**config.mk**
```make
export PLATFORM = sky130hd
export DESIGN_NAME = cfgmon_irq_top
export DESIGN_NICKNAME = d
export VERILOG_FILES = /design/src/rtl/cfgmon_pkg.sv /design/src/rtl/cfgmon_sync.sv /design/src/rtl/cfgmon_pending.sv /design/src/rtl/cfgmon_regs.sv /design/src/rtl/cfgmon_irq_top.sv
export SDC_FILE = /design/constraint.sdc
export NUM_CORES = 1
export LEC_CHECK = 0
export ABC_AREA = 0
export CAP_MARGIN = 20
export CORE_ASPECT_RATIO = 1.4
export CORE_MARGIN = 2
export CORE_UTILIZATION = 25
export DETAILED_ROUTE_END_ITERATION = 7
export PLACE_DENSITY = 0.46
export REMOVE_ABC_BUFFERS = 1
export SYNTH_ARGS = -nofsm -noshare
export SYNTH_HDL_FRONTEND = slang
export SYNTH_SLANG_ARGS = --single-unit
```
**constraint.sdc**
```tcl
create_clock -name clk -period 2.2 [get_ports clk]
set_input_delay 0.22 -clock clk [delete_from_list [all_inputs] [get_ports clk]]
set_output_delay 0.22 -clock clk [all_outputs]
set_load 0.01 [all_outputs]
```
**src/rtl/cfgmon_pkg.sv**
```systemverilog
package cfgmon_pkg;
  localparam int CFG_BITS = 12;
  localparam int ADDR_W   = 12;
  localparam int DATA_W   = 32;

  localparam logic [ADDR_W-1:0] A_ENABLE = 12'h830;
  localparam logic [ADDR_W-1:0] A_MASK   = 12'h834;
  localparam logic [ADDR_W-1:0] A_TYPE   = 12'h838;
  localparam logic [ADDR_W-1:0] A_POL    = 12'h83C;
  localparam logic [ADDR_W-1:0] A_MSTAT  = 12'h840;
  localparam logic [ADDR_W-1:0] A_RSTAT  = 12'h844;
  localparam logic [ADDR_W-1:0] A_CLEAR  = 12'h84C;
  localparam logic [ADDR_W-1:0] A_LEVELS = 12'h850;

  typedef enum int {
    SIG_STATUS     = 0,
    SIG_DONE       = 1,
    SIG_INIT_DONE  = 2,
    SIG_CRC_ERR    = 3,
    SIG_PROTO_DONE = 4,
    SIG_PR_READY   = 5,
    SIG_PR_ERR     = 6,
    SIG_PR_DONE    = 7,
    SIG_CFG_PIN    = 8,
    SIG_STAT_PIN   = 9,
    SIG_DONE_PIN   = 10,
    SIG_POWER_ON   = 11
  } cfg_sig_e;
endpackage

```
**src/rtl/cfgmon_sync.sv**
```systemverilog
module cfgmon_sync #(
  parameter int NBITS  = 12,
  parameter int STAGES = 2
) (
  input  logic             clk,
  input  logic             rst,
  input  logic [NBITS-1:0] d,
  output logic [NBITS-1:0] q
);
  localparam int LAST = STAGES - 1;

  logic [NBITS-1:0] chain [STAGES];

  always_ff @(posedge clk) begin
    if (rst) chain[0] <= '0;
    else     chain[0] <= d;
  end

  for (genvar k = 1; k < STAGES; k++) begin : g_stage
    always_ff @(posedge clk) begin
      if (rst) chain[k] <= '0;
      else     chain[k] <= chain[k-1];
    end
  end

  assign q = chain[LAST];
endmodule

```
**src/rtl/cfgmon_pending.sv**
```systemverilog
module cfgmon_pending #(
  parameter int NBITS = 12
) (
  input  logic             clk,
  input  logic             rst,
  input  logic [NBITS-1:0] lvl,
  input  logic [NBITS-1:0] pol,
  input  logic [NBITS-1:0] trig_edge,
  input  logic [NBITS-1:0] clr,
  output logic [NBITS-1:0] raw
);
  logic [NBITS-1:0] prev_q;
  logic [NBITS-1:0] pend_q;
  logic [NBITS-1:0] act_now;
  logic [NBITS-1:0] act_prev;
  logic [NBITS-1:0] rise_act;

  // activity judged with the current polarity for both samples, so a
  // polarity change alone never creates a transition
  assign act_now  = ~(lvl ^ pol);
  assign act_prev = ~(prev_q ^ pol);
  assign rise_act = act_now & ~act_prev;

  always_ff @(posedge clk) begin
    if (rst) begin
      prev_q <= '0;
      pend_q <= '0;
    end else begin
      prev_q <= lvl;
      for (int i = 0; i < NBITS; i++) begin
        if (trig_edge[i]) pend_q[i] <= (pend_q[i] & ~clr[i]) | rise_act[i];
        else              pend_q[i] <= act_now[i];
      end
    end
  end

  assign raw = pend_q;

  // an edge-latched bit with no clear stays set
  assert_edge_hold_R5: assert property (@(posedge clk) disable iff (rst)
    |(trig_edge & pend_q & ~clr) |=> ((pend_q & $past(trig_edge & pend_q & ~clr))
                                     == $past(trig_edge & pend_q & ~clr)));

  // a clear without a simultaneous new edge empties the bit
  assert_clear_R6: assert property (@(posedge clk) disable iff (rst)
    |(trig_edge & clr & ~rise_act) |=> ((pend_q & $past(trig_edge & clr & ~rise_act)) == '0));
endmodule

```
**src/rtl/cfgmon_regs.sv**
```systemverilog
module cfgmon_regs
  import cfgmon_pkg::*;
#(
  parameter int NBITS = 12
) (
  input  logic              clk,
  input  logic              rst,
  input  logic              wr,
  input  logic              rd,
  input  logic [ADDR_W-1:0] addr,
  input  logic [NBITS-1:0]  wdata,
  input  logic [NBITS-1:0]  raw,
  input  logic [NBITS-1:0]  lvl,
  output logic [NBITS-1:0]  en,
  output logic [NBITS-1:0]  msk,
  output logic [NBITS-1:0]  trig_edge,
  output logic [NBITS-1:0]  pol,
  output logic [NBITS-1:0]  clr,
  output logic [NBITS-1:0]  masked,
  output logic [DATA_W-1:0] rdata,
  output logic              rvalid
);
  localparam int PAD = DATA_W - NBITS;

  logic [NBITS-1:0]  rd_sel;
  logic [DATA_W-1:0] rdata_q;
  logic              rvalid_q;

  always_ff @(posedge clk) begin
    if (rst) begin
      en        <= '0;
      msk       <= '0;
      trig_edge <= '0;
      pol       <= '0;
    end else if (wr) begin
      case (addr)
        A_ENABLE: en        <= wdata;
        A_MASK:   msk       <= wdata;
        A_TYPE:   trig_edge <= wdata;
        A_POL:    pol       <= wdata;
        default: ;
      endcase
    end
  end

  assign clr    = (wr && addr == A_CLEAR) ? wdata : '0;
  assign masked = raw & en & ~msk;

  always_comb begin
    case (addr)
      A_ENABLE: rd_sel = en;
      A_MASK:   rd_sel = msk;
      A_TYPE:   rd_sel = trig_edge;
      A_POL:    rd_sel = pol;
      A_MSTAT:  rd_sel = masked;
      A_RSTAT:  rd_sel = raw;
      A_LEVELS: rd_sel = lvl;
      default:  rd_sel = '0;
    endcase
  end

  always_ff @(posedge clk) begin
    if (rst) begin
      rdata_q  <= '0;
      rvalid_q <= 1'b0;
    end else begin
      rvalid_q <= rd;
      if (rd) rdata_q <= {{PAD{1'b0}}, rd_sel};
    end
  end

  assign rdata  = rdata_q;
  assign rvalid = rvalid_q;

  // the clear register always reads zero
  assert_clear_reads_zero_R1: assert property (@(posedge clk) disable iff (rst)
    (rd && addr == A_CLEAR) |=> (rvalid && rdata == '0));

  // read data is valid exactly one cycle after a read strobe
  assert_read_valid_R1: assert property (@(posedge clk) disable iff (rst)
    rd |=> rvalid);
endmodule

```
**src/rtl/cfgmon_irq_top.sv**
```systemverilog
module cfgmon_irq_top
  import cfgmon_pkg::*;
#(
  parameter int NBITS       = CFG_BITS,
  parameter int SYNC_STAGES = 2
) (
  input  logic              clk,
  input  logic              rst,
  input  logic [NBITS-1:0]  cfg_in,
  input  logic              bus_wr,
  input  logic              bus_rd,
  input  logic [ADDR_W-1:0] bus_addr,
  input  logic [NBITS-1:0]  bus_wdata,
  output logic [DATA_W-1:0] bus_rdata,
  output logic              bus_rvalid,
  output logic              irq
);
  logic [NBITS-1:0] lvl;
  logic [NBITS-1:0] raw;
  logic [NBITS-1:0] en;
  logic [NBITS-1:0] msk;
  logic [NBITS-1:0] trig_edge;
  logic [NBITS-1:0] pol;
  logic [NBITS-1:0] clr;
  logic [NBITS-1:0] masked;
  logic             irq_q;

  cfgmon_sync #(.NBITS(NBITS), .STAGES(SYNC_STAGES)) u_sync (
    .clk(clk), .rst(rst), .d(cfg_in), .q(lvl)
  );

  cfgmon_pending #(.NBITS(NBITS)) u_pend (
    .clk(clk), .rst(rst), .lvl(lvl), .pol(pol), .trig_edge(trig_edge),
    .clr(clr), .raw(raw)
  );

  cfgmon_regs #(.NBITS(NBITS)) u_regs (
    .clk(clk), .rst(rst), .wr(bus_wr), .rd(bus_rd), .addr(bus_addr),
    .wdata(bus_wdata), .raw(raw), .lvl(lvl), .en(en), .msk(msk),
    .trig_edge(trig_edge), .pol(pol), .clr(clr), .masked(masked),
    .rdata(bus_rdata), .rvalid(bus_rvalid)
  );

  always_ff @(posedge clk) begin
    if (rst) irq_q <= 1'b0;
    else     irq_q <= |masked;
  end

  assign irq = irq_q;

  // interrupt is low right after reset
  assert_reset_quiet_R2: assert property (@(posedge clk)
    $past(rst) |-> !irq);

  // interrupt follows gated pending state one cycle later
  assert_irq_follows_R9: assert property (@(posedge clk) disable iff (rst || $past(rst))
    irq == |($past(raw) & $past(en) & ~$past(msk)));

  // level-mode pending bits track the synchronized input activity
  assert_level_track_R4: assert property (@(posedge clk) disable iff (rst || $past(rst))
    ((raw & ~$past(trig_edge)) == (~($past(lvl) ^ $past(pol)) & ~$past(trig_edge))));
endmodule

```
* Yosys cells after proc, flatten, opt, wreduce, memory -nomap -nowiden
Memories as Yosys holds them, arrays and structs flattened.
Cells that the tools add are included.
** Cells by class
- Multiplexer cells :: 19
- Bitwise logic cells :: 47
- Equal/unequal tests :: 8
- Reductions and logical operators :: 6
** Operator list (number)
- 12-bit equality test, second input constant :: 8
- 12-bit case mux with 7 select lines :: 1
- 12-bit inverter :: 4
- 12-bit AND :: 3
- 12-bit two-way mux :: 3
- 12-bit bitwise XOR :: 2
- 1-bit two-way mux :: 15
- 1-bit OR :: 14
- 1-bit AND :: 12
- 1-bit inverter :: 12
- 12-bit OR reduction :: 1
- 2-bit AND reduction :: 4
- 1-bit logical AND :: 1
** Storage, ports and cells
- Memories :: 1
- Word-level logic and storage cells :: 90
- Flip-flop bits (word level) :: 86
- Input bits :: 40
- Output and inout port bits :: 34
- RAM bits :: 24
** Memory list
- u_sync.chain :: words 2, width 12, read ports 2, clocked after Yosys merged registers in 0, wr ports 2, line cfgmon_sync.sv:12 : logic [NBITS-1:0] chain [STAGES];

* Depth between registers and ports, before layout
Gate-level depths: netlist of run 1.
- Depth in word-level cells :: 7
- Depth in mapped cells :: 6
- Mapped depth without buffers :: 4

* Cells and area by module
A second synthesis of run 1 with hierarchy kept.
** Second synthesis, totals
- Cells, all modules :: 557
- Area, all modules :: 5242.5 µm²
** Modules (own cells, without submodules)
- cfgmon_regs :: area an instance 3515.9 µm², sequential area each 1221.2 µm², cells each 381, times used 1
- cfgmon_pending :: area an instance 988.4 µm², sequential area each 480.5 µm², cells each 121, times used 1
- cfgmon_sync :: area an instance 693.2 µm², sequential area each 480.5 µm², cells each 50, times used 1
- cfgmon_irq_top :: area an instance 45.0 µm², sequential area each 20.0 µm², cells each 5, times used 1

* Worst setup path after synthesis of run 1
No wires, ideal clock.
- Kind :: input -> register
- From :: in bus_addr[3]
- To :: reg u_regs.rdata_q[11], in the netlist u_regs.rdata[11]
- Buffers on the path :: 1
- Arrival :: 1.600 ns
- Cell stages on the path :: 5
- Required time :: 2.133 ns
- Setup slack :: 0.533 ns
- Library setup time :: 0.067 ns
- Path through :: buf_6 > or4_4 > or4_1 > o211a_1 > o21ai_2
** On the way
- Cells in the longest elaborated chain, start to end :: 2
- Elaborated cells on any way between the ends :: 8
- Classes of those cells :: eq/ne: 7; mux: 1
** RTL lines
- start, declared :: line cfgmon_irq_top.sv:12 : input logic [ADDR_W-1:0] bus_addr,
- 12-bit equality test :: line cfgmon_regs.sv:50 : case (addr)
- 12-bit case mux with 7 select lines * :: line cfgmon_regs.sv:50
- end signal, assigned :: line cfgmon_regs.sv:68 : if (rd) rdata_q <= {{PAD{1'b0}}, rd_sel};
- end, declared :: line cfgmon_regs.sv:26 : logic [DATA_W-1:0] rdata_q;
Every way passes the cells marked *; elsewhere a longest branch is shown, timed or not.
A chain may end at the register's enable or synchronous reset.

* Worst setup path in the final report of run 1
- From :: in bus_addr[2]
- To :: reg u_regs.msk[4]
** On the way
- Cells in the longest elaborated chain, start to end :: 2
** RTL lines
- 12-bit equality test :: line cfgmon_regs.sv:36 : case (addr)
- 2-bit AND reduction (no source line)
- end signal, assigned :: line cfgmon_regs.sv:38 : A_MASK: msk <= wdata;
- end, declared :: line cfgmon_regs.sv:15 : output logic [NBITS-1:0] msk,
Every way passes these cells.

==> metrics.txt, run 1 <==
clock sinks=110; Fill cells=2039; CP Capture Type=flop; Die H=173 microns; final net count=644; antenna-violating nets left=0; GPL Wtd Cong=0.841; Primary FF master, synth=dfxtp_1; Combinational Power Share=0.073; Startpoint Class=input port; Clock Latency Late Sink=350 ps; Hold Buf Count CTS=0; max-cap violation count=0; worst hold path depth=2; routed len/inst=16.5 microns; Resized Gates After CTS=0; area of the multi-input gates=2590 sq um; Syn Area/Cell=9.62 sq um; RSZ-0062 raised after global routing=no; Yosys cell types=57; Final Skew=9.40 ps; commonest non-fill, non-tap cells in the layout=dfxtp_1 (110), nor2_1 (53), clkdlybuf4s50_1 (52); switching power=0.000946 W; vias in the first global route=4016; pre-CTS setup slack=-120 ps; Leak=2.63 nW; Synth Cell Area=5090 sq um; Worst EP required=2430 ps; CP dominant cell by count=buf_12; Finish-stage setup viols=0; Peak Freq=519 MHz; share of post-route cells with drive strength above 1=0.125; hold endpoint=u_pend.raw[11]; post-synthesis mux area share=0.127; Post-Synth XOR/XNOR Area=0.0413; leading cell type in the layout, fill and taps excluded=dfxtp_1; slowest CP cell=clkdlybuf4s50_1; HP Class=in -> reg; DP HPWL=10300 microns; synth-to-layout area growth=25.0%; TritonCTS clock tree=yes; first-pass GRT wire length=22800 microns; H-tree depth=3; register area share after synthesis=0.433; Synth Area in Adders=0; vias per inst=4.69; DRC=0; switching share of power=0.232; drt first-iter violations=246; crit path DAT=2160 ps; R2R Setup Slk=640 ps; core area=19900 sq um; storage element area=2200 sq um; Final Cycle Share=0.875; hold_sp=rst; I/O pins=74; Post-Layout Inst Area=6360 sq um; worst-path cell chain=clkdlybuf4s50_1, buf_12, nor4b_1, nand4_1, buf_12, mux2i_1, nor2_1; final WL=14200 microns; setup bufs post-CTS=0; Yosys warnings=0; PD cells=640 nW/um^2; Mapped Cells=529; status=completed; Setup CP Type=in -> reg; Post-synth ARST share=0; Final min period=1930 ps; row cnt=61; setup ws final=275 ps; Max-Slew Margin vs Limit=0.643; RR Endpoint=irq; GRT Util Overall=0.135; #FFs+latches synth=110; first-pass detailed-route iteration total=4; Initial Util=0.255; worst slew pin tran=530 ps; sequential power share=0.506; antenna violations before repair=0; CP max stage delay=630 ps; Slew Viols, Final=0; clock buffer depth=2; Clk pin slew, worst setup/hold paths=70 ps; Clock Power Share=0.421; routed via count=4035; Peak VDD IR=294 uV; internal power=0.00313 W; complex-gate fraction of the synthesized area=0.123; CTS Buf Count=9; largest family of logic cells by synthesized area=simple AND/OR/NAND/NOR gates; final hold vios=0; chip width=125 microns; largest net degree at the start of global routing=92; simple-gate area share of the yosys netlist=0.202; total gr overflow=0; EDFF count, synth=0; Clock Root Buffer=clkbuf_16; Max Fanout on Critical Path=16; reg-to-reg startpoint=u_regs.msk[7]; Post-DP Area=6050 sq um; R2R depth=4; Die ar.=21500 sq um; PortBufs=53; # diodes=0
## power groups by stage
stage	clock (W)	combinational, W	sequential [W]
after floorplan	0	0.000102	0.00210
after global routing	0.00185	0.000326	0.00207
after detailed placement	0	0.000300	0.00211
final	0.00171	0.000299	0.00206
after CTS	0.00177	0.000301	0.00206
after global placement	0	0.000297	0.00211
## how the worst max path moves through the flow
stage / start / end / slack, ps / depth (start not counted)
after floorplan: bus_addr[4] / u_regs.pol[0] / -30 / 4
after detailed placement: bus_addr[3] / u_regs.rdata[2] / -120 / 5
after CTS: bus_addr[3] / u_regs.rdata[2] / 270 / 5
final: bus_addr[2] / u_regs.msk[4] / 270 / 7
after global routing: bus_addr[2] / u_regs.msk[4] / 160 / 7
after global placement: bus_addr[3] / u_pend.raw[2] / -100 / 7
## flip-flops by register name (all words and copies together), names as in the netlist
name,count
u_regs.pol,12
u_pend.raw,12
u_regs.rdata,12
u_sync.chain,24
irq,1
u_regs.rvalid,1
u_pend.prev_q,12
u_regs.trig_edge,12
u_regs.en,12
u_regs.msk,12
## metal layers
metal	routed length [microns]	track usage	vias to the layer above
li1	-	-	1977
met1	6160	0.166	1946
met2	7200	0.231	92
met3	473	0.0213	20
met4	405	0.0637	0
met5	0	0	-
## cell usage after synthesis (all sizes together) (4+ instances only)
| library cell | count | area [sq um] |
|---|---|---|
| xnor2 | 24 | 210 |
| mux4 | 6 | 135 |
| buf | 34 | 251 |
| a32oi | 4 | 35.0 |
| nor2b | 45 | 282 |
| a222oi | 8 | 80.1 |
| or4 | 5 | 41.3 |
| nand4 | 9 | 56.3 |
| nor2 | 53 | 199 |
| dfxtp | 110 | 2200 |
| o211ai | 13 | 97.6 |
| clkbuf | 14 | 52.6 |
| a21oi | 13 | 65.1 |
| a22oi | 4 | 30.0 |
| nand2 | 48 | 180 |
| mux2i | 50 | 500 |
| a22o | 6 | 52.6 |
| a221oi | 6 | 52.6 |
| o21ai | 9 | 48.8 |
| or4b | 4 | 51.3 |
| inv | 18 | 67.6 |
## cell type report
type | count | share of cell area
tap | 252 | 0.0496
timing repair buffer | 93 | 0.138
inverter | 18 | 0.0106
sequential | 110 | 0.346
clock inverter | 4 | 0.00865
clock buffer | 12 | 0.0403
multi-input combinational | 372 | 0.407
## logic make-up (layout without fill, tap and decap cells)
kind of cell           count (synthesis)  in the layout
flip-flops                           110            110
multiplexers                          57             57
AO/OA/AOI/OAI                         83             83
buffers and inverters                 66            127
AND/OR/NAND/NOR                      188            188
XOR/XNOR                              24             24
other                                  1             20
## through the flow
| step | hold WS [ps] | power [W] | utilization | std cells | setup TNS (ps) |
|---|---|---|---|---|---|
| 2_1_floorplan | 289 | 0.00220 | - | 500 | -688 |
| 3_3_place_gp | 417 | 0.00240 | 0.304 | 845 | -1920 |
| 3_5_place_dp | 420 | 0.00241 | 0.304 | 845 | -2420 |
| 4_1_cts | 171 | 0.00413 | 0.319 | 861 | 0 |
| 5_1_grt | 184 | 0.00424 | 0.319 | 861 | 0 |
| 6_report | 180 | 0.00407 | 0.319 | 861 | 0 |
## critical path: cells and delay by family
kind / cells / cell delay, ps
buffers and inverters: 3 / 1060
and+or+nand+nor: 3 / 690
muxes: 1 / 160
No activity file was read; power rests on OpenSTA's default activity.
==> run 2: changes to the inputs <==
--- a/config.mk
+++ b/config.mk
@@ -12,2 +12,3 @@
 export CORE_UTILIZATION = 25
+export CTS_CLUSTER_DIAMETER = 50
 export DETAILED_ROUTE_END_ITERATION = 7
--- a/constraint.sdc
+++ b/constraint.sdc
@@ -3,2 +3,2 @@
 set_output_delay 0.22 -clock clk [all_outputs]
-set_load 0.01 [all_outputs]
+set_load 0.02 [all_outputs]
==> results of run 2 <==
Same layout as run 1 (identical final DEF). Status: completed.
Among the figures that moved: total power 0.00407 W -> 0.00409 W
==> run 3: changes to the inputs <==
ABC_AREA = 1   (was 0)
CAP_MARGIN = default   (was 20)
==> run 3 against run 2 <==
Against the previous run:
- final cell count rose by 26%
- first-iteration DRC count decreased by 6.5%
- clock power down 7%
- via count grew 18%
- non-clock buffer count shrank 19
- critical path depth shrank 6
- maximum frequency increased by 22%
- critical endpoint is now bus_rdata[0]
- largest cell class unchanged
- largest power group unchanged
- highest routed layer unchanged
==> metrics.txt, run 3 <==
most frequent cells after synthesis=nand2_1 (130), dfxtp_1 (110), inv_1 (105); Max Fanout on Critical Path=2 (-14); Initial Util=0.256 (+0.000494); grt met1 use=0.167 (+0.000929); HP Class=in -> reg; routed len/inst=13.6 microns (-18%); Synth top area share=0.417 (-0.0158); antenna-violating nets left=0 (unchanged); synth-to-layout area growth=20.6%; setup bufs post-CTS=0 (unchanged); core area=20600 sq um (+3.6%); worst slew pin tran=665 ps (+135 ps); Synth Cell Area=5280 sq um (+3.8%); Final min period=1580 ps (-343 ps); PD cells=619 nW/um^2; Startpoint Class=flop; EDFF count, synth=0 (unchanged); Post-Layout Inst Area=6370 sq um (about the same); Primary FF master, synth=dfxtp_1; worst hold path depth=3 (+1); CP Capture Type=output port; setup ws final=617 ps (+343 ps); Hold Buf Count CTS=0 (unchanged); TritonCTS clock tree=yes; vias in the first global route=4436 (+10%); slowest CP cell=clkdlybuf4s50_1; internal power=0.00293 W (-6.4%); largest net degree at the start of global routing=62 (-33%); RR Endpoint=u_regs.rdata[6]; I/O pins=74 (unchanged); clock sinks=110 (unchanged); Post-DP Area=6080 sq um (+0.58%); final hold vios=0 (unchanged); H-tree depth=3 (unchanged); WHS=370 ps (+190 ps); Finish-stage setup viols=0 (unchanged); vias per inst=4.41 (-5.8%); R2R depth=8 (+4); PortBufs=53 (unchanged); Syn Area/Cell=6.83 sq um (-29%); Yosys cell types=25 (-56%); Clock Latency Late Sink=360 ps (about the same); Leak=2.67 nW (+1.5%); first-pass detailed-route iteration total=4 (unchanged); worst-path cell chain=clkdlybuf4s50_1; cell family with most CP delay=buffers and inverters; chip width=127 microns (+1.8%); Yosys warnings=0 (unchanged); Die ar.=22300 sq um (+3.7%); switching power=0.00101 W; Slew Viols, Final=0 (unchanged); Worst Path Buf+Inv=1 (-2); antenna violations before repair=0 (unchanged); Peak VDD IR=321 uV; M2 GR Usage=0.230 (-0.000588); GRT Util Overall=0.133 (-0.00208); share of post-route cells with drive strength above 1=0.0897 (-0.0351); Clock Power Share=0.403; R2R Setup Slk=1000 ps (+360 ps); Final Skew=10.2 ps (+0.837 ps); total gr overflow=0 (unchanged); switching share of power=0.257; Die H=176 microns (+1.8%); GR peak layer=met2; Setup CP Type=reg -> out; # diodes=0 (unchanged); crit path DAT=1360 ps (-800 ps); DRC=0 (unchanged); pre-CTS setup slack=288 ps (+408 ps); Clock Root Buffer=clkbuf_16; CTS Buf Count=9 (unchanged); final net count=860 (+34%); clock buffer depth=2 (unchanged); reg-to-reg startpoint=u_pend.raw[6]; Peak Freq=632 MHz (+22%); Post-synth ARST share=0 (unchanged); met3 Use GR=0.0230 (+0.00168); Clk pin slew, worst setup/hold paths=80 ps (about the same); drt first-iter violations=230 (-6.5%); Combinational Power Share=0.074; leading cell type in the layout, fill and taps excluded=nand2_1; status=completed; area leader, netlist=dfxtp_1; CP max stage delay=630 ps (about the same); Area contributors post-synth=dfxtp_1 (42%), nand2_1 (9.2%), nand3_1 (8.1%); Worst EP required=1980 ps (-450 ps); hold endpoint=u_sync.chain[0][9]; hold_sp=cfg_in[9]; #FFs+latches synth=110 (unchanged); GPL Wtd Cong=0.788 (-6.3%); final WL=14700 microns (+3.4%); max-cap violation count=0 (unchanged); Setup TNS=0 ps (unchanged); routed via count=4771 (+18%); RSZ-0062 raised after global routing=no; Final Cycle Share=0.719 (-0.156); largest register by flop count=u_sync.chain; Mapped Cells=773 (+46%); first-pass GRT wire length=23300 microns (+2.4%); register area share after synthesis=0.417 (-0.0158); row cnt=62 (+1.6%); Max-Slew Margin vs Limit=0.557 (-0.0865); Resized Gates After CTS=0 (unchanged); max reg flops=24 (unchanged); DP HPWL=9720 microns (-6.0%); sequential power share=0.523; most frequent cell after synthesis=nand2_1; commonest non-fill, non-tap cells in the layout=nand2_1 (130), dfxtp_1 (110), inv_1 (105)
-- run 3: cell count changes in the layout (fill, tap and decap cells not counted), sizes merged, moves of 8 or more --
cell | before | now
a21oi | 13 | 96
mux2i | 50 | 0
nor2 | 53 | 114
o211ai | 13 | 0
nand3 | 1 | 87
nor2b | 45 | 0
inv | 18 | 109
o21ai | 9 | 60
a222oi | 8 | 0
nand2 | 48 | 132
buf | 41 | 22
xnor2 | 24 | 0
-- run 3: cell type report --
class                           count  area, sq um
Multi-Input combinational cell    517         2400
Sequential cell                   110         2200
Inverter                          108          407
Timing Repair Buffer               74          758
Tap cell                          256          320
Clock inverter                      7         57.6
Fill cell                        2293        14300
Clock buffer                        9          225
-- run 3: worst max path at each step --
| stage | from | endpoint | slack (ps) | depth (start not counted) |
|---|---|---|---|---|
| finish | u_regs.rdata[0] | bus_rdata[0] | 620 | 1 |
| global route | bus_addr[6] | u_pend.raw[3] | 480 | 9 |
| CTS | u_regs.rdata[0] | bus_rdata[0] | 580 | 1 |
| detailed placement | bus_addr[6] | u_pend.raw[8] | 290 | 9 |
| global placement | bus_addr[6] | u_pend.raw[6] | 270 | 9 |
| floorplan | bus_addr[10] | u_regs.rdata[0] | 390 | 9 |
-- run 3: through the flow --
step                      utilization  cells  power, W
after global routing            0.309   1081   0.00412
after global placement          0.295   1065   0.00240
after detailed placement        0.295   1065   0.00240
after CTS                       0.309   1081   0.00401
after floorplan                     -    735   0.00224
final                           0.309   1081   0.00394
-- run 3: power by group through the flow --
stage / clock [W] / combinational (W) / sequential (W)
after floorplan: 0 / 0.000142 / 0.00210
after global placement: 0 / 0.000295 / 0.00211
after detailed placement: 0 / 0.000297 / 0.00211
after CTS: 0.00165 / 0.000297 / 0.00206
after global routing: 0.00172 / 0.000329 / 0.00207
final: 0.00159 / 0.000292 / 0.00206
-- run 3: logic make-up after synthesis --
logic type	synth area share
flip-flops	0.417
AND/OR/NAND/NOR	0.279
other	0.000710
AO/OA/AOI/OAI	0.161
buffers and inverters	0.143
-- run 3: layer usage --
layer	share of wire	wire length (microns)
met1	0.45	6660
met3	0.044	649
met2	0.49	7160
met4	0.018	263
met5	0	0
